## config.mk

```make
export PLATFORM = sky130hd
export DESIGN_NAME = accel_csr_top
export DESIGN_NICKNAME = d
export VERILOG_FILES = /design/src/rtl/accel_csr_pkg.sv /design/src/rtl/accel_cmd_dec.sv /design/src/rtl/accel_seq.sv /design/src/rtl/accel_errcap.sv /design/src/rtl/accel_csr_top.sv
export SDC_FILE = /design/constraint.sdc
export NUM_CORES = 1
export LEC_CHECK = 0
export ABC_AREA = 1
export BUFFER_PORTS_ARGS = -buffer_cell sky130_fd_sc_hd__buf_4
export CORE_MARGIN = 3
export CORE_UTILIZATION = 57
export DETAILED_ROUTE_END_ITERATION = 10
export PLACE_DENSITY = 0.83
export SETUP_SLACK_MARGIN = 0.5
export SLEW_MARGIN = 5
export SYNTH_ARGS = -nofsm -noshare
export SYNTH_HDL_FRONTEND = slang
export SYNTH_SLANG_ARGS = --single-unit
```

## constraint.sdc

```tcl
create_clock -name clk -period 3.4 [get_ports clk]
set_input_delay 0.68 -clock clk [delete_from_list [all_inputs] [get_ports clk]]
set_output_delay 0.68 -clock clk [all_outputs]
set_load 0.01 [all_outputs]
```

## src/rtl/accel_csr_pkg.sv

```systemverilog
package accel_csr_pkg;
  localparam int unsigned DATA_W = 32;
  localparam int unsigned NREG   = 9;

  localparam int unsigned OFS_VER   = 'h00;
  localparam int unsigned OFS_DAR   = 'h04;
  localparam int unsigned OFS_CTRL  = 'h08;
  localparam int unsigned OFS_CMD   = 'h0C;
  localparam int unsigned OFS_STAT  = 'h10;
  localparam int unsigned OFS_ERR   = 'h14;
  localparam int unsigned OFS_FADDR = 'h18;
  localparam int unsigned OFS_CUR   = 'h1C;
  localparam int unsigned OFS_INIT  = 'h20;

  localparam int unsigned CMD_SRST  = 0;
  localparam int unsigned CMD_CLRI  = 8;
  localparam int unsigned CMD_CLRE  = 9;
  localparam int unsigned CMD_STEP  = 10;
  localparam int unsigned CMD_BATCH = 16;
  localparam int unsigned CMD_DEBUG = 18;

  localparam logic [DATA_W-1:0] CTRL_KEEP = 32'hFFFF_0090;
  localparam int unsigned CTRL_IEN = 4;

  localparam logic [3:0] SRC_UNIT = 4'd14;
  localparam logic [3:0] SRC_DMA  = 4'd15;

  typedef enum logic [2:0] {
    ST_IDLE  = 3'd0,
    ST_BUSY  = 3'd1,
    ST_ERR   = 3'd2,
    ST_FAULT = 3'd3,
    ST_DONE  = 3'd4
  } run_state_e;

  function automatic logic [DATA_W-1:0] pack_err(
    input logic [3:0]  src,
    input logic        dir,
    input logic [1:0]  sz,
    input logic [2:0]  dcause,
    input logic [11:0] ucause,
    input logic [1:0]  unit
  );
    logic [DATA_W-1:0] w;
    w = '0;
    w[3:0] = src;
    if (src == SRC_DMA) begin
      w[8]     = dir;
      w[10:9]  = sz;
      w[15:13] = dcause;
    end else if (src == SRC_UNIT) begin
      w[27:16] = ucause;
      w[29:28] = unit;
    end
    return w;
  endfunction
endpackage

```

## src/rtl/accel_cmd_dec.sv

```systemverilog
module accel_cmd_dec import accel_csr_pkg::*; #(
  parameter int unsigned ADDR_W = 8
) (
  input  logic              wr_en,
  input  logic [ADDR_W-1:0] addr,
  input  logic [DATA_W-1:0] wdata,
  output logic              dar_wr,
  output logic              ctrl_wr,
  output logic              soft_rst,
  output logic              clr_int,
  output logic              clr_err,
  output logic              step_req,
  output logic              want_batch,
  output logic              want_debug
);
  logic [NREG-1:0] hit;
  logic            cmd_wr;

  for (genvar g = 0; g < NREG; g++) begin : g_sel
    assign hit[g] = wr_en && (addr == ADDR_W'(g * 4));
  end

  assign dar_wr     = hit[OFS_DAR / 4];
  assign ctrl_wr    = hit[OFS_CTRL / 4];
  assign cmd_wr     = hit[OFS_CMD / 4];
  assign soft_rst   = cmd_wr && wdata[CMD_SRST];
  assign clr_int    = cmd_wr && wdata[CMD_CLRI];
  assign clr_err    = cmd_wr && wdata[CMD_CLRE];
  assign step_req   = cmd_wr && wdata[CMD_STEP];
  assign want_batch = cmd_wr && wdata[CMD_BATCH] && !wdata[CMD_DEBUG];
  assign want_debug = cmd_wr && wdata[CMD_DEBUG] && !wdata[CMD_BATCH];
endmodule

```

## src/rtl/accel_seq.sv

```systemverilog
module accel_seq import accel_csr_pkg::*; #(
  parameter int unsigned DA_W = 32
) (
  input  logic            clk,
  input  logic            rst,
  input  logic            soft_rst,
  input  logic            dar_wr,
  input  logic [DA_W-1:0] dar_val,
  input  logic            clr_int,
  input  logic            clr_err,
  input  logic            eng_done,
  input  logic            eng_err,
  input  logic            eng_fault,
  input  logic            cur_vld,
  input  logic [DA_W-1:0] cur_addr,
  output run_state_e      state_q,
  output run_state_e      state_d,
  output logic            full_q,
  output logic            ovf,
  output logic            err_take,
  output logic            start_q,
  output logic [DA_W-1:0] init_q,
  output logic [DA_W-1:0] curr_q
);
  logic [DA_W-1:0] pend_q;
  logic [DA_W-1:0] launch_addr;
  logic            launch, pend_take, pend_load;

  always_comb begin
    state_d     = state_q;
    launch      = 1'b0;
    launch_addr = dar_val;
    pend_take   = 1'b0;
    pend_load   = 1'b0;
    ovf         = 1'b0;
    err_take    = 1'b0;
    case (state_q)
      ST_IDLE: begin
        if (full_q) begin
          launch      = 1'b1;
          launch_addr = pend_q;
          pend_take   = 1'b1;
        end else if (dar_wr) begin
          launch = 1'b1;
        end
      end
      ST_BUSY: begin
        if (eng_fault) state_d = ST_FAULT;
        else if (eng_err) begin
          state_d  = ST_ERR;
          err_take = 1'b1;
        end else if (eng_done) state_d = ST_DONE;
      end
      ST_DONE: if (clr_int) state_d = ST_IDLE;
      ST_ERR:  if (clr_int && clr_err) state_d = ST_IDLE;
      default: ;
    endcase
    if (launch) state_d = ST_BUSY;
    if (dar_wr && !(state_q == ST_IDLE && !full_q)) begin
      if (full_q && !pend_take) ovf = 1'b1;
      else pend_load = 1'b1;
    end
  end

  always_ff @(posedge clk) begin
    if (rst || soft_rst) begin
      state_q <= ST_IDLE;
      start_q <= 1'b0;
      full_q  <= 1'b0;
      pend_q  <= '0;
      init_q  <= '0;
      curr_q  <= '0;
    end else begin
      state_q <= state_d;
      start_q <= launch;
      full_q  <= (full_q && !pend_take) || pend_load;
      if (pend_load) pend_q <= dar_val;
      if (launch) begin
        init_q <= launch_addr;
        curr_q <= launch_addr;
      end else if (state_q == ST_BUSY && cur_vld) begin
        curr_q <= cur_addr;
      end
    end
  end

  a_r2_start_busy: assert property (@(posedge clk) disable iff (rst)
    start_q |-> state_q == ST_BUSY);
  a_r9_ovf_keeps_slot: assert property (@(posedge clk) disable iff (rst)
    (ovf && !soft_rst) |=> ($stable(pend_q) && full_q));
  a_r1_soft_idle: assert property (@(posedge clk) disable iff (rst)
    soft_rst |=> (state_q == ST_IDLE && !full_q && !start_q));
  a_r6_fault_sticky: assert property (@(posedge clk) disable iff (rst)
    (state_q == ST_FAULT && !soft_rst) |=> state_q == ST_FAULT);
  a_r4_done_rank: assert property (@(posedge clk) disable iff (rst)
    (state_q == ST_BUSY && eng_done && !eng_err && !eng_fault && !soft_rst)
      |=> state_q == ST_DONE);
endmodule

```

## src/rtl/accel_errcap.sv

```systemverilog
module accel_errcap import accel_csr_pkg::*; #(
  parameter int unsigned BA_W = 32
) (
  input  logic              clk,
  input  logic              rst,
  input  logic              soft_rst,
  input  logic              capture,
  input  logic              ovf,
  input  logic              clr_err,
  input  logic [3:0]        src,
  input  logic              dir,
  input  logic [1:0]        sz,
  input  logic [2:0]        dcause,
  input  logic [11:0]       ucause,
  input  logic [1:0]        unit,
  input  logic [BA_W-1:0]   bad_addr,
  output logic [DATA_W-1:0] errstat_q,
  output logic [BA_W-1:0]   faddr_q,
  output logic              flag_q
);
  always_ff @(posedge clk) begin
    if (rst || soft_rst) begin
      errstat_q <= '0;
      faddr_q   <= '0;
      flag_q    <= 1'b0;
    end else if (capture) begin
      errstat_q <= pack_err(src, dir, sz, dcause, ucause, unit);
      faddr_q   <= bad_addr;
      flag_q    <= 1'b1;
    end else begin
      if (clr_err) begin
        errstat_q <= '0;
        faddr_q   <= '0;
        flag_q    <= 1'b0;
      end
      if (ovf) flag_q <= 1'b1;
    end
  end

  a_r5_dma_masks_unit: assert property (@(posedge clk) disable iff (rst)
    (capture && !soft_rst && src == SRC_DMA) |=> (errstat_q[29:16] == '0 && flag_q));
  a_r5_unit_masks_dma: assert property (@(posedge clk) disable iff (rst)
    (capture && !soft_rst && src == SRC_UNIT) |=> errstat_q[15:4] == '0);
  a_r8_clear_err: assert property (@(posedge clk) disable iff (rst)
    (clr_err && !capture && !ovf) |=> (errstat_q == '0 && !flag_q));
endmodule

```

## src/rtl/accel_csr_top.sv

```systemverilog
module accel_csr_top import accel_csr_pkg::*; #(
  parameter int unsigned ADDR_W  = 8,
  parameter int unsigned DA_W    = 32,
  parameter logic [31:0] VERSION = 32'h0004_0100
) (
  input  logic              clk,
  input  logic              rst,
  input  logic              bus_wr,
  input  logic              bus_rd,
  input  logic [ADDR_W-1:0] bus_addr,
  input  logic [31:0]       bus_wdata,
  output logic [31:0]       bus_rdata,
  output logic              irq,
  output logic              eng_start,
  output logic [31:0]       eng_desc_addr,
  output logic              eng_step,
  input  logic              eng_done,
  input  logic              eng_err,
  input  logic              eng_fault,
  input  logic [3:0]        eng_err_src,
  input  logic              eng_dma_dir,
  input  logic [1:0]        eng_dma_size,
  input  logic [2:0]        eng_dma_cause,
  input  logic [11:0]       eng_unit_cause,
  input  logic [1:0]        eng_unit_id,
  input  logic [31:0]       eng_bad_addr,
  input  logic              eng_cur_vld,
  input  logic [31:0]       eng_cur_addr,
  input  logic [2:0]        unit_busy
);
  logic dar_wr, ctrl_wr, soft_rst, clr_int, clr_err, step_req, want_batch, want_debug;
  run_state_e state_q, state_d;
  logic full_q, ovf, err_take, start_q, err_flag;
  logic [DA_W-1:0] init_q, curr_q;
  logic [DATA_W-1:0] errstat_q, faddr_q, ctrl_q, status_w, rdata_q;
  logic batch_q, debug_q, step_q, irq_q, ien_d;

  accel_cmd_dec #(.ADDR_W(ADDR_W)) u_dec (
    .wr_en(bus_wr), .addr(bus_addr), .wdata(bus_wdata),
    .dar_wr(dar_wr), .ctrl_wr(ctrl_wr), .soft_rst(soft_rst),
    .clr_int(clr_int), .clr_err(clr_err), .step_req(step_req),
    .want_batch(want_batch), .want_debug(want_debug)
  );

  accel_seq #(.DA_W(DA_W)) u_seq (
    .clk(clk), .rst(rst), .soft_rst(soft_rst),
    .dar_wr(dar_wr), .dar_val(bus_wdata[DA_W-1:0]),
    .clr_int(clr_int), .clr_err(clr_err),
    .eng_done(eng_done), .eng_err(eng_err), .eng_fault(eng_fault),
    .cur_vld(eng_cur_vld), .cur_addr(eng_cur_addr[DA_W-1:0]),
    .state_q(state_q), .state_d(state_d), .full_q(full_q), .ovf(ovf),
    .err_take(err_take), .start_q(start_q), .init_q(init_q), .curr_q(curr_q)
  );

  accel_errcap #(.BA_W(DATA_W)) u_err (
    .clk(clk), .rst(rst), .soft_rst(soft_rst),
    .capture(err_take), .ovf(ovf), .clr_err(clr_err),
    .src(eng_err_src), .dir(eng_dma_dir), .sz(eng_dma_size),
    .dcause(eng_dma_cause), .ucause(eng_unit_cause), .unit(eng_unit_id),
    .bad_addr(eng_bad_addr),
    .errstat_q(errstat_q), .faddr_q(faddr_q), .flag_q(err_flag)
  );

  assign ien_d = ctrl_wr ? bus_wdata[CTRL_IEN] : ctrl_q[CTRL_IEN];

  always_ff @(posedge clk) begin
    if (rst || soft_rst) begin
      ctrl_q  <= '0;
      batch_q <= 1'b0;
      debug_q <= 1'b0;
      step_q  <= 1'b0;
      irq_q   <= 1'b0;
    end else begin
      if (ctrl_wr) ctrl_q <= bus_wdata & CTRL_KEEP;
      if (want_batch) begin
        batch_q <= 1'b1;
        debug_q <= 1'b0;
      end else if (want_debug) begin
        batch_q <= 1'b0;
        debug_q <= 1'b1;
      end
      step_q <= step_req && debug_q;
      irq_q  <= ien_d && (state_d == ST_DONE || state_d == ST_ERR || state_d == ST_FAULT);
    end
  end

  always_comb begin
    status_w        = '0;
    status_w[2:0]   = state_q;
    status_w[3]     = full_q;
    status_w[4]     = err_flag;
    status_w[11:9]  = unit_busy;
    status_w[16]    = batch_q;
    status_w[18]    = debug_q;
  end

  always_ff @(posedge clk) begin
    if (rst) begin
      rdata_q <= '0;
    end else if (bus_rd) begin
      case (bus_addr)
        ADDR_W'(OFS_VER):   rdata_q <= VERSION;
        ADDR_W'(OFS_DAR):   rdata_q <= DATA_W'(init_q);
        ADDR_W'(OFS_CTRL):  rdata_q <= ctrl_q;
        ADDR_W'(OFS_STAT):  rdata_q <= status_w;
        ADDR_W'(OFS_ERR):   rdata_q <= errstat_q;
        ADDR_W'(OFS_FADDR): rdata_q <= faddr_q;
        ADDR_W'(OFS_CUR):   rdata_q <= DATA_W'(curr_q);
        ADDR_W'(OFS_INIT):  rdata_q <= DATA_W'(init_q);
        default:            rdata_q <= '0;
      endcase
    end
  end

  assign bus_rdata     = rdata_q;
  assign irq           = irq_q;
  assign eng_start     = start_q;
  assign eng_desc_addr = 32'(init_q);
  assign eng_step      = step_q;

  a_r7_quiet_busy: assert property (@(posedge clk) disable iff (rst)
    state_q == ST_BUSY |-> !irq_q);
  a_r7_quiet_idle: assert property (@(posedge clk) disable iff (rst)
    state_q == ST_IDLE |-> !irq_q);
  a_r11_mode_excl: assert property (@(posedge clk) disable iff (rst)
    $countones({batch_q, debug_q}) <= 1);
  a_r11_step_debug: assert property (@(posedge clk) disable iff (rst)
    step_q |-> $past(debug_q));
endmodule

```

==> results of run 1 <==
==> metrics by stage <==
step	setup slack, ps	area, um2	hold slack (ps)	utilization (%)
final	1060	12000	426	71.8
after global routing	867	12000	433	71.8
after CTS	1090	12000	430	71.8
after global placement	703	11300	434	67.5
after detailed placement	645	11300	440	67.5
after floorplan	1510	9810	424	-
==> area by class of cell <==
cell class / instances / area [um2] / area share (%)
Clock buffer: 29 / 628 / 5.24
Clock inverter: 10 / 88.8 / 0.741
Inverter: 97 / 370 / 3.09
Multi-Input combinational cell: 1072 / 4720 / 39.3
Sequential cell: 212 / 4240 / 35.4
Tap cell: 220 / 275 / 2.29
Timing Repair Buffer: 221 / 1670 / 13.9
==> worst min-delay path, cell delays in order <==
cell	delay, ps
buf_4	80
nand2_1	40
a21oi_1	100
==> how the worst max path moves through the flow <==
stage                           startpoint                             to  slack, ps  cells after the start
2_1_floorplan                  bus_addr[7]  u_seq.init_q[10]$_SDFFE_PP0P_       1510                     12
3_5_place_dp                   bus_addr[1]   u_seq.curr_q[6]$_SDFFE_PP0P_        650                     11
6_report       u_seq.state_q[1]$_SDFF_PP0_  u_seq.curr_q[18]$_SDFFE_PP0P_       1060                      9
5_1_grt        u_seq.state_q[1]$_SDFF_PP0_  u_seq.curr_q[18]$_SDFFE_PP0P_        870                      9
3_3_place_gp                   bus_addr[4]  u_seq.curr_q[26]$_SDFFE_PP0P_        700                     12
4_1_cts        u_seq.state_q[1]$_SDFF_PP0_  u_seq.curr_q[18]$_SDFFE_PP0P_       1090                      9
==> layer usage <==
| metal | GRT usage [%] | vias up |
|---|---|---|
| met5 | 0 | - |
| met4 | 6.98 | 0 |
| met3 | 5.22 | 58 |
| met2 | 46.7 | 575 |
| met1 | 48.1 | 4534 |
| li1 | - | 4970 |
==> cell families (layout without fill, tap and decap cells) <==
group	after synthesis	after routing	share of synthesized area [%]
AO/OA/AOI/OAI	253	253	13.1
AND/OR/NAND/NOR	819	819	34.8
flip-flops	212	212	43.2
buffers and inverters	185	357	8.85
==> layout by cell type (no fill, tap or decap) <==
cell type	synthesis	layout
nor2_2	4	4
dfxtp_1	212	212
clkbuf_8	0	3
clkinv_1	2	2
o21ai_0	67	67
nor2_1	103	103
a21oi_2	1	1
a21oi_1	176	175
nor3_2	2	1
clkinv_4	0	1
inv_1	87	87
nand3b_1	37	37
a21boi_0	1	1
clkinvlp_4	0	1
buf_4	12	220
nand3_2	1	1
nand3_1	81	81
a211oi_1	1	1
nand2_2	3	3
nand4_1	2	2
inv_6	0	2
nand2_4	3	3
bufinv_16	0	1
inv_4	2	2
inv_2	6	5
o21ai_1	5	5
clkbuf_16	0	23
o21ai_2	1	1
nand2_1	578	578
a21oi_4	1	2
or2_1	1	1
clkinv_2	0	6
nor3_4	0	1
clkbuf_1	21	3
buf_12	0	1
nor2_4	4	4
==> registers in the layout (all words and copies together) (netlist names) <==
name and cells:
u_err.faddr_q 32, u_seq.init_q 32, ctrl_q 18, u_err.flag_q 1, bus_rdata 32, eng_step 1
u_seq.start_q 1, u_seq.full_q 1, batch_q 1, irq 1, u_seq.state_q 3, u_seq.curr_q 32
debug_q 1, u_err.errstat_q 24, u_seq.pend_q 32
==> power groups by stage <==
stage | sequential, mW | combinational, mW | clock, mW
after floorplan | 2.55 | 0.189 | 0
final | 2.50 | 0.392 | 2.41
after global routing | 2.50 | 0.428 | 2.51
after detailed placement | 2.56 | 0.380 | 0
after CTS | 2.50 | 0.386 | 2.42
after global placement | 2.56 | 0.376 | 0
==> flow_metrics.py, run 1 <==
metrics = {
    "grt": {
        "grt_antenna_before_repair": 0,
        "grt_usage_pct": 31.5,
        "grt_start_max_net_pins": 99,
        "grt_pass1_vias": 8938,
        "grt_pass1_wl_mm": 47.0,
        "grt_overflow": 0,
    },
    "min_path": {
        "min_path_type": "in2reg",
        "hold-path-endpoint": "u_err.errstat_q[10]$_SDFFE_PP0P_",
        "hp-start": "eng_dma_size[1]",
        "whs_path_depth": 3,
    },
    "power_and_ir_drop": {
        "p_total_mw": 5.30,
        "power.switching_mw": 1.26,
        "p_seq_share_pct": 47.2,
        "ir_drop_uv": 361,
        "combPwrFrac_pct": 7.4,
        "power_density_nw_per_um2": 442,
        "internal_power_mw": 4.04,
        "p_leak_nw": 5.25,
        "swShare_pct": 23.7,
        "p_clk_share_pct": 45.4,
    },
    "cells_and_area": {
        "drive_above_1_share_pct": 17.4,
        "antennaDiodeCount": 0,
        "area_growth_pct": 22.2,
        "finish.net_count": 1766,
        "fillerInstances": 1413,
        "stdcell_count": 1861,
    },
    "floorplan": {
        "ios": 206,
        "fp.dieH_um": 137,
        "start_util_pct": 58.8,
        "num_rows": 47,
        "fp.dieW_um": 137,
        "fp.coreArea_um2": 16700,
        "die_area_um2": 18800,
    },
    "setup_path": {
        "crit_buf_inv": 2,
        "start_kind": "flip-flop",
        "crit_top_cell": "nor2_1",
        "crit_arrival_ps": 2790,
        "reg2reg_depth": 9,
        "worstSetupEndpointType": "flip-flop",
        "critical-path-top-delay-family": "simple AND/OR/NAND/NOR gates",
        "worstReg2RegEnd": "u_seq.curr_q[18]$_SDFFE_PP0P_",
        "critPathMaxStageDelay_ps": 690,
        "crit_slowest_cell": "a21oi_2",
        "cp.required_ps": 3850,
        "path_max_fanout": 34,
        "ff2ff_setup_slack_ps": 1060,
        "crit_path_cell_trace": "inv_2 -> nand2_1 -> nor2_2 -> nand2_2 -> nand2_4 -> a21oi_2 -> buf_4 -> nor2_1 -> nor2_1",
        "critPathKind": "reg2reg",
        "reg2reg_from": "u_seq.state_q[1]$_SDFF_PP0_",
    },
    "routing": {
        "vias_per_cell": 5.45,
        "drc": 0,
        "vias": 10137,
        "top_layer": "met4",
        "antenna_left": 0,
        "wl_mm": 30.8,
        "dr.pass1.iters": 7,
        "dr_wl_met3_mm": 3.49,
        "wl_per_cell_um": 16.5,
        "wl_met1_mm": 13.4,
        "wl_met2_mm": 13.2,
        "first_iter_violations": 1343,
    },
    "sta": {
        "finalSetupViolCount": 0,
        "hold_viol": 0,
        "timing.slew.headroom_pct": 39.5,
        "finalClockSkew_ps": 6.46,
        "fmax_mhz": 427,
        "slew_viol_final": 0,
        "fin_crit_ps": 2340,
        "worst_slew_pin_slew_ps": 908,
        "setup_tns_ps": 0,
        "rsz0062_at_grt": "no",
        "fin_crit_sh_pct": 68.9,
    },
    "clock_network": {
        "htreeDepth": 1,
        "clkLatencyLatePin_ps": 520,
        "tritoncts": "built",
        "holdBufCountCts": 0,
        "clockBufferDepth": 3,
        "postCtsResizedCells": 0,
        "clock-sinks": 212,
        "clkSlewWorstSetupHoldPaths_ps": 60,
        "cts-root-buf": "clkbuf_16",
        "numCtsBuffers": 23,
        "cts_setup_buffers": 0,
    },
    "run": {
        "cap_violations": 0,
    },
    "place": {
        "port_buffers": 205,
        "dp_cells": 1822,
        "hpwlAfterDp_mm": 21.1,
        "gp_congestion": 0.951,
    },
    "synthesis": {
        "synth_area_per_cell_um2": 6.68,
        "netlist_instances": 1469,
        "synth_area_um2": 9810,
        "syn_nets": 1608,
        "seq_area_frac_synth_pct": 43.2,
        "postSynth.asyncResetShare_pct": 0,
        "synth-seq-cells": 212,
        "synth_top_area_cell": "dfxtp_1",
        "yosys.cell_types.count": 30,
        "synth_edf_count": 0,
        "synth_ff_type": "dfxtp_1",
        "ys_warn_count": 0,
        "ys_top_cells_by_count": "nand2_1 (578), dfxtp_1 (212), a21oi_1 (176)",
        "synth_area_leaders": "dfxtp_1 (43%), nand2_1 (22%), a21oi_1 (9.0%), nand3_1 (4.1%), nor2_1 (3.9%)",
        "yosysTopAreaCellShare_pct": 43.2,
        "synth_most_common_cell": "nand2_1",
    },
    "run_status": {
        "status": "finished, final reports clean",
    },
}
(Power assumes the default switching activity.)
==> inputs of run 2 (changes only) <==
--- a/config.mk
+++ b/config.mk
@@ -5,12 +5,12 @@
 export SDC_FILE = /design/constraint.sdc
 export NUM_CORES = 1
 export LEC_CHECK = 0
-export ABC_AREA = 1
+export ABC_AREA = 0
 export BUFFER_PORTS_ARGS = -buffer_cell sky130_fd_sc_hd__buf_4
 export CORE_MARGIN = 3
-export CORE_UTILIZATION = 57
+export CORE_UTILIZATION = 49
 export DETAILED_ROUTE_END_ITERATION = 10
-export PLACE_DENSITY = 0.83
+export PLACE_DENSITY = 0.76
 export SETUP_SLACK_MARGIN = 0.5
 export SLEW_MARGIN = 5
 export SYNTH_ARGS = -nofsm -noshare
==> constraint.sdc (replaced) <==
create_clock -name clk -period 2.1 [get_ports clk]
set_input_delay 0.42 -clock clk [delete_from_list [all_inputs] [get_ports clk]]
set_output_delay 0.42 -clock clk [all_outputs]
set_load 0.01 [all_outputs]
==> flow_metrics.py, run 2 <==
metrics = {
    "synthesis": {
        "ys_top_cells_by_count": "dfxtp_1 (212), nor2_1 (129), nand2_1 (111)",
        "synth_area_um2": 9040,
        "syn_nets": 1169,
        "synth_area_per_cell_um2": 8.77,
        "netlist_instances": 1030,
        "yosysTopAreaCellShare_pct": 47.0,
        "synth_edf_count": 0,
        "synth-seq-cells": 212,
        "yosys.cell_types.count": 50,
        "seq_area_frac_synth_pct": 47.0,
        "synth_most_common_cell": "dfxtp_1",
        "synth_area_leaders": "dfxtp_1 (47%), a22oi_1 (6.3%), mux2i_1 (5.5%), nor2_1 (5.4%), a21oi_1 (5.2%)",
        "synth_top_area_cell": "dfxtp_1",
        "synth_ff_type": "dfxtp_1",
        "ys_warn_count": 0,
        "postSynth.asyncResetShare_pct": 0,
    },
    "grt": {
        "grt_util_met2_pct": 46.1,
        "grt_pass1_vias": 8828,
        "grt_util_met1_pct": 43.5,
        "grt_usage_pct": 30.8,
        "grt_antenna_before_repair": 0,
        "busiest_layer": "met2",
        "grt_use_met3_pct": 7.92,
        "grt_overflow": 0,
        "grt_start_max_net_pins": 37,
        "grt_pass1_wl_mm": 48.9,
    },
    "setup_path": {
        "critPathKind": "reg2reg",
        "crit_arrival_ps": 2390,
        "path_max_fanout": 6,
        "path_depth": 7,
        "crit_buf_inv": 2,
        "worstSetupEndpointType": "flip-flop",
        "cp.required_ps": 2510,
        "critPathMaxStageDelay_ps": 640,
        "critPathCapture": "u_seq.curr_q[21]$_SDFFE_PP0P_",
        "crit_path_cell_trace": "or4b_4 -> o41ai_4 -> buf_4 -> buf_8 -> nand3_2 -> o21a_1 -> a22o_1",
        "worstReg2RegEnd": "u_seq.curr_q[21]$_SDFFE_PP0P_",
        "crit_start": "u_seq.state_q[2]$_SDFF_PP0_",
        "reg2reg_from": "u_seq.state_q[2]$_SDFF_PP0_",
        "ff2ff_setup_slack_ps": 110,
        "start_kind": "flip-flop",
        "reg2reg_depth": 7,
        "critical-path-top-delay-family": "simple AND/OR/NAND/NOR gates",
        "crit_slowest_cell": "or4b_4",
    },
    "sta": {
        "hold-worst-slack_ps": 140,
        "fin_crit_ps": 1990,
        "finalSetupViolCount": 0,
        "hold_viol": 0,
        "timing.slew.headroom_pct": 68.5,
        "rsz0062_at_grt": "yes",
        "worst_slack_ps": 113,
        "fin_crit_sh_pct": 94.6,
        "setup_tns_ps": 0,
        "finalClockSkew_ps": 14.4,
        "slew_viol_final": 0,
        "fmax_mhz": 503,
        "worst_slew_pin_slew_ps": 469,
    },
    "run_status": {
        "status": "finished, final reports clean",
    },
    "floorplan": {
        "num_rows": 49,
        "ios": 206,
        "start_util_pct": 50.1,
        "fp.dieW_um": 142,
        "fp.dieH_um": 142,
        "fp.coreArea_um2": 18000,
        "die_area_um2": 20100,
    },
    "clock_network": {
        "clockBufferDepth": 3,
        "numCtsBuffers": 22,
        "clkLatencyLatePin_ps": 520,
        "clock-sinks": 212,
        "clkSlewWorstSetupHoldPaths_ps": 60,
        "tritoncts": "built",
        "htreeDepth": 1,
        "holdBufCountCts": 0,
        "cts-root-buf": "clkbuf_16",
    },
    "cells_and_area": {
        "drive_above_1_share_pct": 46.8,
        "final_util_pct": 80.7,
        "stdcell_count": 1572,
        "area_growth_pct": 60.9,
        "final_common_cell": "buf_4",
        "antennaDiodeCount": 0,
        "fillerInstances": 937,
        "finish.net_count": 1469,
        "stdcell_area_um2": 14500,
        "most-common-layout-cells": "buf_4 (267), dfxtp_1 (209), nor2_1 (116)",
    },
    "place": {
        "place_ws_ps": -297,
        "dp_cells": 1463,
        "port_buffers": 205,
        "hpwlAfterDp_mm": 23.1,
        "placed_area_um2": 11500,
        "gp_congestion": 0.884,
    },
    "min_path": {
        "whs_path_depth": 3,
        "min_path_type": "in2reg",
    },
    "routing": {
        "drc": 0,
        "antenna_left": 0,
        "first_iter_violations": 1450,
        "wl_mm": 43.1,
        "vias": 10680,
        "wl_per_cell_um": 27.4,
        "dr.pass1.iters": 6,
        "vias_per_cell": 6.79,
    },
    "power_and_ir_drop": {
        "p_leak_nw": 6.06,
        "power_density_nw_per_um2": 602,
        "p_total_mw": 8.76,
        "ir_drop_uv": 547,
    },
    "run": {
        "cap_violations": 0,
    },
}
==> run 2: cell count changes in the layout (fill, tap and decap cells not counted), moves of 27 or more <==
cell,previous run,this run
nand3b_1,37,0
buf_6,0,41
nand2_1,578,69
mux2i_1,0,38
a22o_1,0,41
nand3_1,81,22
o21ai_0,67,17
a21oi_2,1,44
buf_4,220,267
nand2_4,3,30
a21oi_1,175,47
a22oi_2,0,27
inv_1,87,3
a22oi_1,0,49
==> run 2: power by group <==
part	internal (mW)	switching (mW)	total [mW]
clock network	2.25	1.67	3.92
logic	0.391	0.415	0.806
registers	4.02	0.00398	4.03
total	6.67	2.09	8.76
==> run 2: what timing repair did <==
item / in CTS / in global routing
setup endpoints to repair: 204 / 207
cloned: 3 / 29
pin swaps: 3 / 109
resized for setup: 27 / 313
setup buffers: 4 / 36
==> run 2: worst register-to-register path, delay by kind of cell, from the launching register on <==
family,cells,cell delay [ps]
compound gates,3,430
buf+inv,2,360
flops,1,330
simple gates,2,740
==> run 2: cell families (layout without fill, tap and decap cells) <==
| logic type | after synthesis | count (layout) | synth area share, % |
|---|---|---|---|
| flops | 212 | 212 | 47.0 |
| mux | 68 | 68 | 7.91 |
| compound gates | 325 | 325 | 24.8 |
| simple gates | 329 | 329 | 16.1 |
| buf+inv | 95 | 408 | 4.13 |
| xor+xnor | 1 | 1 | 0.0969 |
==> run 2: worst min path at each step <==
stage | startpoint | to | slack [ps]
6_report | eng_unit_cause[6] | u_err.errstat_q[22]$_SDFFE_PP0P_ | 140
3_3_place_gp | bus_rdata[26]$_SDFFE_PP0P_ | bus_rdata[26]$_SDFFE_PP0P_ | 440
3_5_place_dp | u_seq.pend_q[13]$_SDFFE_PP0P_ | u_seq.pend_q[13]$_SDFFE_PP0P_ | 440
2_1_floorplan | u_seq.pend_q[13]$_SDFFE_PP0P_ | u_seq.pend_q[13]$_SDFFE_PP0P_ | 430
5_1_grt | eng_unit_cause[8] | u_err.errstat_q[24]$_SDFFE_PP0P_ | 150
4_1_cts | eng_unit_cause[8] | u_err.errstat_q[24]$_SDFFE_PP0P_ | 130
==> run 2: layout make-up <==
class | count | area, um2 | share of cell area [%]
Inverter | 3 | 11.3 | 0.0775
Timing Repair Buffer | 368 | 3720 | 25.6
Multi-Input combinational cell | 723 | 5570 | 38.3
Clock inverter | 8 | 108 | 0.740
Clock buffer | 29 | 597 | 4.11
Sequential cell | 212 | 4250 | 29.2
Tap cell | 229 | 287 | 1.97
==> run 2: layer usage <==
metal / vias up / wire, um
met5: - / 34
met4: 2 / 3110
met3: 310 / 6060
met2: 1040 / 18800
met1: 4999 / 15100
li1: 4329 / -
==> inputs of run 3 (changes only) <==
--- a/config.mk
+++ b/config.mk
@@ -8,9 +8,9 @@
 export ABC_AREA = 0
 export BUFFER_PORTS_ARGS = -buffer_cell sky130_fd_sc_hd__buf_4
 export CORE_MARGIN = 3
-export CORE_UTILIZATION = 49
+export CORE_UTILIZATION = 54
 export DETAILED_ROUTE_END_ITERATION = 10
-export PLACE_DENSITY = 0.76
+export PLACE_DENSITY = 0.8
 export SETUP_SLACK_MARGIN = 0.5
 export SLEW_MARGIN = 5
 export SYNTH_ARGS = -nofsm -noshare
==> constraint.sdc (replaced) <==
create_clock -name clk -period 1.9 [get_ports clk]
set_input_delay 0.38 -clock clk [delete_from_list [all_inputs] [get_ports clk]]
set_output_delay 0.38 -clock clk [all_outputs]
set_load 0.01 [all_outputs]
==> flow_metrics.py, run 3 (same netlist as run 2, synthesis figures left out) <==
metrics = {
    "routing": {
        "vias": 11051,
        "wl_per_cell_um": 28.6,
        "dr.pass1.iters": 7,
        "first_iter_violations": 1897,
        "wl_mm": 44.6,
        "drc": 0,
        "vias_per_cell": 7.08,
        "antenna_left": 0,
    },
    "place": {
        "gp_congestion": 0.941,
        "port_buffers": 205,
        "placed_area_um2": 11700,
        "hpwlAfterDp_mm": 23.8,
        "dp_cells": 1465,
    },
    "sta": {
        "timing.slew.headroom_pct": 66.1,
        "worst_slack_ps": -49.0,
        "fin_crit_sh_pct": 103,
        "finalClockSkew_ps": 23.0,
        "hold-worst-slack_ps": 103,
        "worst_slew_pin_slew_ps": 504,
        "setup_tns_ps": -78.9,
        "hold_viol": 0,
        "rsz0062_at_grt": "yes",
        "slew_viol_final": 0,
        "finalSetupViolCount": 2,
        "fin_crit_ps": 1950,
        "fmax_mhz": 513,
    },
    "cells_and_area": {
        "final_common_cell": "buf_4",
        "area_growth_pct": 57.6,
        "drive_above_1_share_pct": 42.6,
        "most-common-layout-cells": "buf_4 (281), dfxtp_1 (210), nor2_1 (117)",
        "stdcell_count": 1560,
        "fillerInstances": 652,
        "finish.net_count": 1473,
        "antennaDiodeCount": 0,
        "stdcell_area_um2": 14200,
    },
    "grt": {
        "grt_pass1_wl_mm": 52.1,
        "grt_pass1_vias": 9100,
        "grt_antenna_before_repair": 1,
        "grt_usage_pct": 36.4,
        "grt_start_max_net_pins": 34,
        "grt_overflow": 0,
    },
    "setup_path": {
        "worstSetupEndpointType": "flip-flop",
        "reg2reg_depth": 7,
        "crit_buf_inv": 2,
        "start_kind": "flip-flop",
        "critPathMaxStageDelay_ps": 600,
        "path_max_fanout": 9,
        "crit_slowest_cell": "or4b_4",
        "critical-path-top-delay-family": "simple AND/OR/NAND/NOR gates",
        "crit_arrival_ps": 2390,
        "path_depth": 7,
        "critPathKind": "reg2reg",
        "crit_path_cell_trace": "or4b_4 -> o41ai_4 -> buf_6 -> buf_4 -> nor2_1 -> a21oi_1 -> a22o_1",
        "cp.required_ps": 2340,
    },
    "clock_network": {
        "tritoncts": "built",
        "htreeDepth": 1,
        "clock-sinks": 212,
        "numCtsBuffers": 22,
        "holdBufCountCts": 0,
        "clockBufferDepth": 3,
        "clkSlewWorstSetupHoldPaths_ps": 60,
        "clkLatencyLatePin_ps": 530,
        "cts-root-buf": "clkbuf_16",
    },
    "min_path": {
        "min_path_type": "in2reg",
        "whs_path_depth": 3,
    },
    "floorplan": {
        "fp.dieW_um": 135,
        "ios": 206,
        "fp.coreArea_um2": 16100,
        "num_rows": 46,
        "die_area_um2": 18300,
        "fp.dieH_um": 135,
        "start_util_pct": 56.1,
    },
    "power_and_ir_drop": {
        "swShare_pct": 23.8,
        "power_density_nw_per_um2": 672,
        "ir_drop_uv": 699,
        "p_leak_nw": 6.01,
        "p_clk_share_pct": 43.7,
        "p_seq_share_pct": 46.5,
        "internal_power_mw": 7.29,
        "combPwrFrac_pct": 9.8,
        "power.switching_mw": 2.28,
    },
    "run": {
        "cap_violations": 0,
    },
    "run_status": {
        "violations": "setup timing",
        "status": "complete, but fails checks",
    },
}
==> run 3: changes by cell type in the layout (fill, tap and decap cells not counted), sizes merged <==
cell,change
nand2b,+2
buf,+11
inv,-1
bufinv,-2
clkinvlp,-1
clkbuf,-8
==> run 3: final cells by class <==
cell class / count / area, um2 / share of cell area (%)
clock buffers: 30 / 651 / 4.57
clock inverters: 4 / 31.3 / 0.220
inverters: 3 / 11.3 / 0.0791
multi-input cells: 725 / 5350 / 37.5
flip-flops and latches: 212 / 4250 / 29.8
well taps: 216 / 270 / 1.90
repair buffers: 370 / 3680 / 25.9
==> run 3: timing repair <==
| action | 4_1_cts | 5_1_grt |
|---|---|---|
| endpoints found under the hold margin | 0 | 0 |
| buffers inserted | 11 | 27 |
| resized for setup | 57 | 174 |
| pin swaps | 11 | 69 |
| cloned | 8 | 15 |
| endpoints found under the setup margin | 240 | 250 |
==> run 3: worst paths after layout <==
| kind | from | endpoint | slack [ps] |
|---|---|---|---|
| max | u_seq.state_q[0]$_SDFF_PP0_ | u_seq.curr_q[7]$_SDFFE_PP0P_ | -50 |
| min | eng_unit_cause[9] | u_err.errstat_q[25]$_SDFFE_PP0P_ | 100 |
| max reg2reg | u_seq.state_q[0]$_SDFF_PP0_ | u_seq.curr_q[7]$_SDFFE_PP0P_ | -50 |
| min reg2reg | u_seq.pend_q[23]$_SDFFE_PP0P_ | u_seq.pend_q[23]$_SDFFE_PP0P_ | 450 |
==> run 3: per-stage QoR <==
stage | power (mW) | utilization (%) | setup slack, ps
4_1_cts | 9.30 | 80.1 | 44.8
3_5_place_dp | 5.23 | 72.7 | -398
3_3_place_gp | 5.23 | 72.7 | -341
2_1_floorplan | 4.79 | - | -294
6_report | 9.57 | 88.4 | -49.0
5_1_grt | 9.73 | 88.4 | -75.2
==> run 3: tightest hold or removal path: stages <==
cell,delay [ps]
buf_4,80
a22oi_2,40
nor2_1,80
==> run 3: power groups by stage <==
stage	registers, mW	clock network [mW]	logic [mW]
6_report	4.45	4.18	0.933
5_1_grt	4.45	4.34	0.944
4_1_cts	4.45	4.11	0.737
3_5_place_dp	4.55	0	0.681
3_3_place_gp	4.55	0	0.676
2_1_floorplan	4.55	0	0.245
==> run 3: per-layer routing <==
metal | track usage [%] | vias up | wire, um
met5 | 0 | - | 13
li1 | - | 4340 | -
met4 | 12.5 | 2 | 3810
met2 | 56.1 | 1174 | 19200
met1 | 50.6 | 5144 | 15200
met3 | 8.47 | 391 | 6320
